$ cat config.mk
export PLATFORM = sky130hd
export DESIGN_NAME = alu_flags_core
export DESIGN_NICKNAME = d
export VERILOG_FILES = /design/src/rtl/alu_pkg.sv /design/src/rtl/alu_addsub.sv /design/src/rtl/alu_logic.sv /design/src/rtl/alu_neg.sv /design/src/rtl/alu_flags_core.sv
export SDC_FILE = /design/constraint.sdc
export NUM_CORES = 1
export LEC_CHECK = 0
export CORE_MARGIN = 5
export CORE_UTILIZATION = 62
export DETAILED_ROUTE_END_ITERATION = 12
export PLACE_DENSITY = 0.85
export SLEW_MARGIN = 20
export SYNTH_ARGS = -nofsm -noshare
export SYNTH_HDL_FRONTEND = slang
export SYNTH_SLANG_ARGS = --single-unit
$ cat constraint.sdc
create_clock -name clk_i -period 2.6 [get_ports clk_i]
set_input_delay 0.52 -clock clk_i [delete_from_list [all_inputs] [get_ports clk_i]]
set_output_delay 0.52 -clock clk_i [all_outputs]
set_load 0.02 [all_outputs]
$ cat src/rtl/alu_pkg.sv
package alu_pkg;

  typedef enum logic [2:0] {
    OP_ADD = 3'd0,
    OP_SUB = 3'd1,
    OP_CMP = 3'd2,
    OP_AND = 3'd3,
    OP_OR  = 3'd4,
    OP_XOR = 3'd5,
    OP_NOT = 3'd6,
    OP_NEG = 3'd7
  } alu_op_e;

  typedef struct packed {
    logic s;
    logic z;
    logic c;
    logic o;
  } alu_flags_t;

endpackage

$ cat src/rtl/alu_addsub.sv
module alu_addsub #(
  parameter int WIDTH = 32
) (
  input  logic [WIDTH-1:0] a_i,
  input  logic [WIDTH-1:0] b_i,
  input  logic             sub_i,
  output logic [WIDTH-1:0] res_o,
  output logic             cf_o,
  output logic             of_o
);
  localparam int MSB = WIDTH - 1;

  logic [WIDTH-1:0] b_eff;
  logic [WIDTH:0]   sum;

  // subtract as a + ~b + 1; borrow is the inverted carry
  assign b_eff = sub_i ? ~b_i : b_i;
  assign sum   = {1'b0, a_i} + {1'b0, b_eff} + {{WIDTH{1'b0}}, sub_i};
  assign res_o = sum[WIDTH-1:0];
  assign cf_o  = sum[WIDTH] ^ sub_i;
  assign of_o  = (a_i[MSB] == b_eff[MSB]) && (sum[MSB] != a_i[MSB]);

endmodule

$ cat src/rtl/alu_logic.sv
module alu_logic
  import alu_pkg::*;
#(
  parameter int WIDTH = 32
) (
  input  alu_op_e          op_i,
  input  logic [WIDTH-1:0] a_i,
  input  logic [WIDTH-1:0] b_i,
  output logic [WIDTH-1:0] res_o
);
  always_comb begin
    unique case (op_i)
      OP_AND:  res_o = a_i & b_i;
      OP_OR:   res_o = a_i | b_i;
      OP_XOR:  res_o = a_i ^ b_i;
      default: res_o = ~a_i;
    endcase
  end

endmodule

$ cat src/rtl/alu_neg.sv
module alu_neg #(
  parameter int WIDTH = 32
) (
  input  logic [WIDTH-1:0] a_i,
  output logic [WIDTH-1:0] res_o,
  output logic             min_o,
  output logic             cf_o
);
  localparam logic [WIDTH-1:0] MIN_VAL = {1'b1, {(WIDTH-1){1'b0}}};

  assign res_o = ~a_i + {{(WIDTH-1){1'b0}}, 1'b1};
  assign min_o = (a_i == MIN_VAL);
  assign cf_o  = |a_i;

endmodule

$ cat src/rtl/alu_flags_core.sv
module alu_flags_core
  import alu_pkg::*;
#(
  parameter int WIDTH = 32
) (
  input  logic             clk_i,
  input  logic             rst_ni,
  input  logic             valid_i,
  input  logic [2:0]       op_i,
  input  logic [WIDTH-1:0] a_i,
  input  logic [WIDTH-1:0] b_i,
  output logic [WIDTH-1:0] result_o,
  output logic             wr_en_o,
  output logic             sf_o,
  output logic             zf_o,
  output logic             cf_o,
  output logic             of_o
);
  localparam int MSB = WIDTH - 1;

  alu_op_e op;
  assign op = alu_op_e'(op_i);

  logic [WIDTH-1:0] as_res, lg_res, ng_res;
  logic             as_cf, as_of, ng_min, ng_cf;

  alu_addsub #(.WIDTH(WIDTH)) i_addsub (
    .a_i   (a_i),
    .b_i   (b_i),
    .sub_i (op != OP_ADD),
    .res_o (as_res),
    .cf_o  (as_cf),
    .of_o  (as_of)
  );

  alu_logic #(.WIDTH(WIDTH)) i_logic (
    .op_i  (op),
    .a_i   (a_i),
    .b_i   (b_i),
    .res_o (lg_res)
  );

  alu_neg #(.WIDTH(WIDTH)) i_neg (
    .a_i   (a_i),
    .res_o (ng_res),
    .min_o (ng_min),
    .cf_o  (ng_cf)
  );

  logic [WIDTH-1:0] res_q, res_d;
  logic             we_q, we_d;
  alu_flags_t       flg_q, flg_d;

  always_comb begin
    res_d = res_q;
    we_d  = 1'b0;
    flg_d = flg_q;
    if (valid_i) begin
      unique case (op)
        OP_ADD, OP_SUB, OP_CMP: begin
          flg_d = '{s: as_res[MSB], z: (as_res == '0), c: as_cf, o: as_of};
          if (op != OP_CMP) begin
            res_d = as_res;
            we_d  = 1'b1;
          end
        end
        OP_AND, OP_OR, OP_XOR: begin
          flg_d = '{s: lg_res[MSB], z: (lg_res == '0), c: 1'b0, o: 1'b0};
          res_d = lg_res;
          we_d  = 1'b1;
        end
        OP_NOT: begin
          res_d = lg_res;
          we_d  = 1'b1;
        end
        default: begin
          if (ng_min) begin
            // overflow: operand kept, carry untouched
            flg_d.s = 1'b1;
            flg_d.z = 1'b0;
            flg_d.o = 1'b1;
          end else begin
            flg_d = '{s: ng_res[MSB], z: (ng_res == '0), c: ng_cf, o: 1'b0};
            res_d = ng_res;
            we_d  = 1'b1;
          end
        end
      endcase
    end
  end

  always_ff @(posedge clk_i or negedge rst_ni) begin
    if (!rst_ni) begin
      res_q <= '0;
      we_q  <= 1'b0;
      flg_q <= '0;
    end else begin
      res_q <= res_d;
      we_q  <= we_d;
      flg_q <= flg_d;
    end
  end

  assign result_o = res_q;
  assign wr_en_o  = we_q;
  assign sf_o     = flg_q.s;
  assign zf_o     = flg_q.z;
  assign cf_o     = flg_q.c;
  assign of_o     = flg_q.o;

  AST_CMP_NO_WRITE: assert property (@(posedge clk_i) disable iff (!rst_ni)
    (valid_i && op_i == 3'd2) |=> (!wr_en_o && $stable(result_o)));

  AST_LOGIC_CLEARS_CO: assert property (@(posedge clk_i) disable iff (!rst_ni)
    (valid_i && (op_i == 3'd3 || op_i == 3'd4 || op_i == 3'd5)) |=> (!cf_o && !of_o));

  AST_NOT_KEEPS_FLAGS: assert property (@(posedge clk_i) disable iff (!rst_ni)
    (valid_i && op_i == 3'd6) |=> $stable({sf_o, zf_o, cf_o, of_o}));

  AST_NEG_MIN_OVF: assert property (@(posedge clk_i) disable iff (!rst_ni)
    (valid_i && op_i == 3'd7 && a_i == {1'b1, {(WIDTH-1){1'b0}}})
    |=> (sf_o && !zf_o && of_o && !wr_en_o && $stable(cf_o)));

  AST_IDLE_HOLDS: assert property (@(posedge clk_i) disable iff (!rst_ni)
    !valid_i |=> (!wr_en_o && $stable(result_o) && $stable({sf_o, zf_o, cf_o, of_o})));

  AST_ZERO_MATCHES: assert property (@(posedge clk_i) disable iff (!rst_ni)
    (wr_en_o && $past(op_i) != 3'd6) |-> (zf_o == (result_o == '0)));

endmodule

==> run metrics, run 1 <==
most common cell in the netlist=nand2_1; cts repair resizes=around 240; Mapped Area=roughly 7600 sq um; Longest Clk Path Bufs=2; Setup Buffers After CTS=34; clock sink count=37; Syn Inst Count=1089; Starting Density=0.632; main area contributors after synthesis=ha_1 (17%), dfrtp_1 (12%), xnor2_1 (8.0%); distinct cell type count after synthesis=70; htree depth=2; Avg Cell Area, Syn=6.94 sq um; Synthesis Warnings=0; Async SR Flop Fraction=1.00; Post-synth EDFFs=0; area leader, netlist=ha_1; post-synthesis sequential area ratio=0.122; CTS Hold Bufs=0; die outline width=120 um; Post-DP Area=approximately 12000 sq um; Halt Stage=4_1_cts; Post-synth top cells=nand2_1 (121), nor2_1 (107), ha_1 (100); Num CTS Buffers=5; Ports=between 100 and 150; FF+latch count, synth=37; ys flop type=dfrtp_1; root buf cell=clkbuf_16; status=did not finish; Routability Congestion=between 1 and 1.5; DP Worst Slack=-1.99 ns; Mapped Nets=about 1300; First Error=[ERROR DPL-0038] Utilization greater than 100%, impossible to legalize; Synth top area share=0.166; Port-buffer cells=approximately 110; Detailed Place HPWL=33.1 mm; row count=40; Die H=~120 um
[through the flow]
stage	cells	hold slack [ns]
after detailed placement	1632	0.477
after global placement	1632	0.458
after floorplan	1089	0.224
[logic make-up after synthesis]
| group | share of synthesized area |
|---|---|
| adder cells (fa/ha/maj) | 0.168 |
| flip-flops | 0.122 |
| multiplexers | 0.0210 |
| XOR/XNOR | 0.0915 |
| buffers and inverters | 0.0657 |
| AND/OR/NAND/NOR | 0.231 |
| AO/OA/AOI/OAI | 0.300 |
==> inputs of run 2 (changes only) <==
--- a/config.mk
+++ b/config.mk
@@ -6,9 +6,9 @@
 export NUM_CORES = 1
 export LEC_CHECK = 0
 export CORE_MARGIN = 5
-export CORE_UTILIZATION = 62
+export CORE_UTILIZATION = 40
 export DETAILED_ROUTE_END_ITERATION = 12
-export PLACE_DENSITY = 0.85
+export PLACE_DENSITY_LB_ADDON = 0.15
 export SLEW_MARGIN = 20
 export SYNTH_ARGS = -nofsm -noshare
 export SYNTH_HDL_FRONTEND = slang
==> run 2 against run 1 <==
Against the previous run: the flow now finishes, with violations (setup timing); synthesized area unchanged; synthesized cell count did not move.
==> run metrics, run 2 <==
die area=approximately 22000 sq um; Worst-Skew Late Latency=a little under 0.3 ns; Max Clk Rate=266 MHz; Syn Inst Count=1089 (unchanged); Setup-failing EPs final=37; main area contributors after synthesis=ha_1 (17%), dfrtp_1 (12%), xnor2_1 (8.0%) (unchanged); root buf cell=clkbuf_16 (unchanged); CTS tree=yes; Avg Cell Area, Syn=6.94 sq um (unchanged); status=finished with violations (was did not finish); Remaining DRCs=0; Mapped Area=7560 sq um (unchanged); Detailed Place HPWL=26.1 mm (was 33.1 mm); Final WS setup=-1.15 ns; Mapped Nets=1260 (unchanged); Critical Path Max Stage Delay=~0.42 ns; crit-path cells=buf_8, nor3_4, buf_12, buf_12, buf_12, buf_12, xnor2_4, ha_4, a21oi_4, o21ai_4, a31oi_4, a211oi_2, nor4_2, xor2_1, nand4_1, nor4_2, nand3_1, o31ai_1; worst vdd ir=approximately 250 uV; GR Overflow Total=0; vias in the first global route=between 10000 and 15000; Port-buffer cells=106 (unchanged); most common cell in the netlist=nand2_1 (unchanged); Die H=147 um (was 120 um); die outline width=147 um (was 120 um); clock skew=0 ns; first-pass GRT wire length=54.4 mm; CP max-delay cell=nor4_2; Buf/Inv on CP=5; routed length on met3=3.53 mm; htree depth=2 (unchanged); clock sink count=37 (unchanged); CP Data Required Time=approximately 2.8 ns; Synth top area share=0.166 (unchanged); Starting Density=0.406 (was 0.632); crit path DAT=3.95 ns; Num CTS Buffers=5 (unchanged); Final Cycle Share=1.44; area leader, netlist=ha_1 (unchanged); area grow syn2layout=94.2%; most used cell, CP=buf_12; commonest cells after routing, fill and taps aside=buf_4 (363), nor2_1 (93), nand2_1 (93); CP max FO=5; max cap viols=0; Async SR Flop Fraction=1.00 (unchanged); initial antenna violation count=0; non-filler cells, final=around 1800; core footprint=18600 sq um; GRT Util Overall=0.314; M1 WL=15.3 mm; leakage power=6.57 nW; share of post-route cells with drive strength above 1=0.452; uppermost layer routed=met4; Relative slew margins=0.416; failing checks=setup timing; wire per inst=roughly 21 um; drt total wl=38.2 mm; ys flop type=dfrtp_1 (unchanged); most common cell after layout, fill and taps aside=buf_4; P per Cell Area=roughly 380 nW/um^2; vias after detailed routing=~11000; Layout fillers=about 1200; r2r setup slk=about 0.46 ns; met2 wire len=between 15 and 20 mm; FF+latch count, synth=37 (unchanged); CP Launch Type=primary input; Ports=107 (unchanged); Routability Congestion=0.985 (was 1.09); Post-synth top cells=nand2_1 (121), nor2_1 (107), ha_1 (100) (unchanged); Diodes inserted=0; RSZ-0062 raised after global routing=yes; Top delay family on crit path=simple AND/OR/NAND/NOR gates; Crit Path Category=primary input to flip-flop; CTS Hold Bufs=0 (unchanged); DRT iter0 DRCs=1101; row count=50 (was 40); cell total after placement=1736 (was 1632); Antenna Nets Post-Route=0; vias per cell=between 5 and 6; Multi-input gate area=between 7000 and 8000 sq um; Max Slew Vio Count=0; max reg flops=32; Hold Path Class=primary input to async pin; Worst Max-Slew Pin Slew=~0.88 ns; Storage cell area=between 900 and 1000 sq um; post-synthesis sequential area ratio=0.122 (unchanged); Post-synth EDFFs=0 (unchanged); fin nets=between 1500 and 2000; Longest Clk Path Bufs=2 (unchanged); Final Core Density=0.788; largest net degree at the start of global routing=84; Synthesis Warnings=0 (unchanged); TritonRoute pass-1 iters=6; final hold violations=0; clk slew on worst S/H paths=about 0.060 ns; fin crit period=roughly 3.8 ns; distinct cell type count after synthesis=70 (unchanged); endpoint class of the critical path=flip-flop
==> run 2: cell families (layout without fill, tap and decap cells) <==
logic type | Yosys count | in the layout | share of synthesized area
AND/OR/NAND/NOR | 375 | 375 | 0.231
AO/OA/AOI/OAI | 352 | 352 | 0.300
buffers and inverters | 132 | 638 | 0.0657
adder cells (fa/ha/maj) | 101 | 101 | 0.168
XOR/XNOR | 79 | 79 | 0.0915
flip-flops | 37 | 37 | 0.122
multiplexers | 13 | 13 | 0.0210
==> run 2: per-layer routing <==
layer  GRT usage  vias up
li1            -     4982
met1       0.416     5128
met2       0.520      586
met3      0.0521      126
met4       0.105        0
met5           0        -
==> run 2: final timing paths <==
| path | from | cells past startpoint | to |
|---|---|---|---|
| max in group asynchronous | rst_ni | 1 | result_o[15] |
| worst max register to register | zf_o | 9 | zf_o |
| min in group clk_i | result_o[28] | 1 | result_o[28] |
| worst min-delay path | rst_ni | 1 | result_o[8] |
| worst max-delay path | op_i[1] | 18 | zf_o |
| worst min register to register | result_o[28] | 1 | result_o[28] |
==> run 2: layout make-up <==
cell class | count | area share
Timing Repair Buffer | 557 | 0.344
Tap cell | 234 | 0.0199
Clock buffer | 6 | 0.00946
Multi-Input combinational cell | 920 | 0.542
Inverter | 73 | 0.0195
Sequential cell | 37 | 0.0631
Clock inverter | 2 | 0.00256
==> run 2: power by group <==
part | leakage [nW] | internal [mW] | switching [mW] | total (mW)
combinational | 6.03 | 2.06 | 2.07 | 4.12
sequential | 0.450 | 0.681 | 0.0752 | 0.756
clock | 0.0831 | 0.479 | 0.265 | 0.745
total | 6.57 | 3.22 | 2.41 | 5.62
==> run 2: what timing repair did <==
item / 4_1_cts / 5_1_grt
gates cloned: 9 / 0
endpoints found under the setup margin: 37 / 37
setup buffers: 63 / 36
gates resized for setup: 331 / 155
pin swaps: 129 / 102
==> run 2: per-stage QoR <==
step / power (mW) / setup slack, ns / area (sq um) / hold WS, ns / setup TNS [ns]
final: 5.62 / -1.15 / 14700 / 0.350 / -22.88
after floorplan: 2.20 / -1.52 / 7940 / 0.224 / -24.30
after CTS: 5.06 / -1.06 / 13800 / 0.375 / -20.09
after global placement: 3.71 / -1.73 / 11800 / 0.459 / -49.44
after detailed placement: 3.75 / -1.90 / 11800 / 0.464 / -51.73
after global routing: 5.87 / -1.27 / 14700 / 0.434 / -25.88
Note: power is estimated with default switching activity, not from simulation.
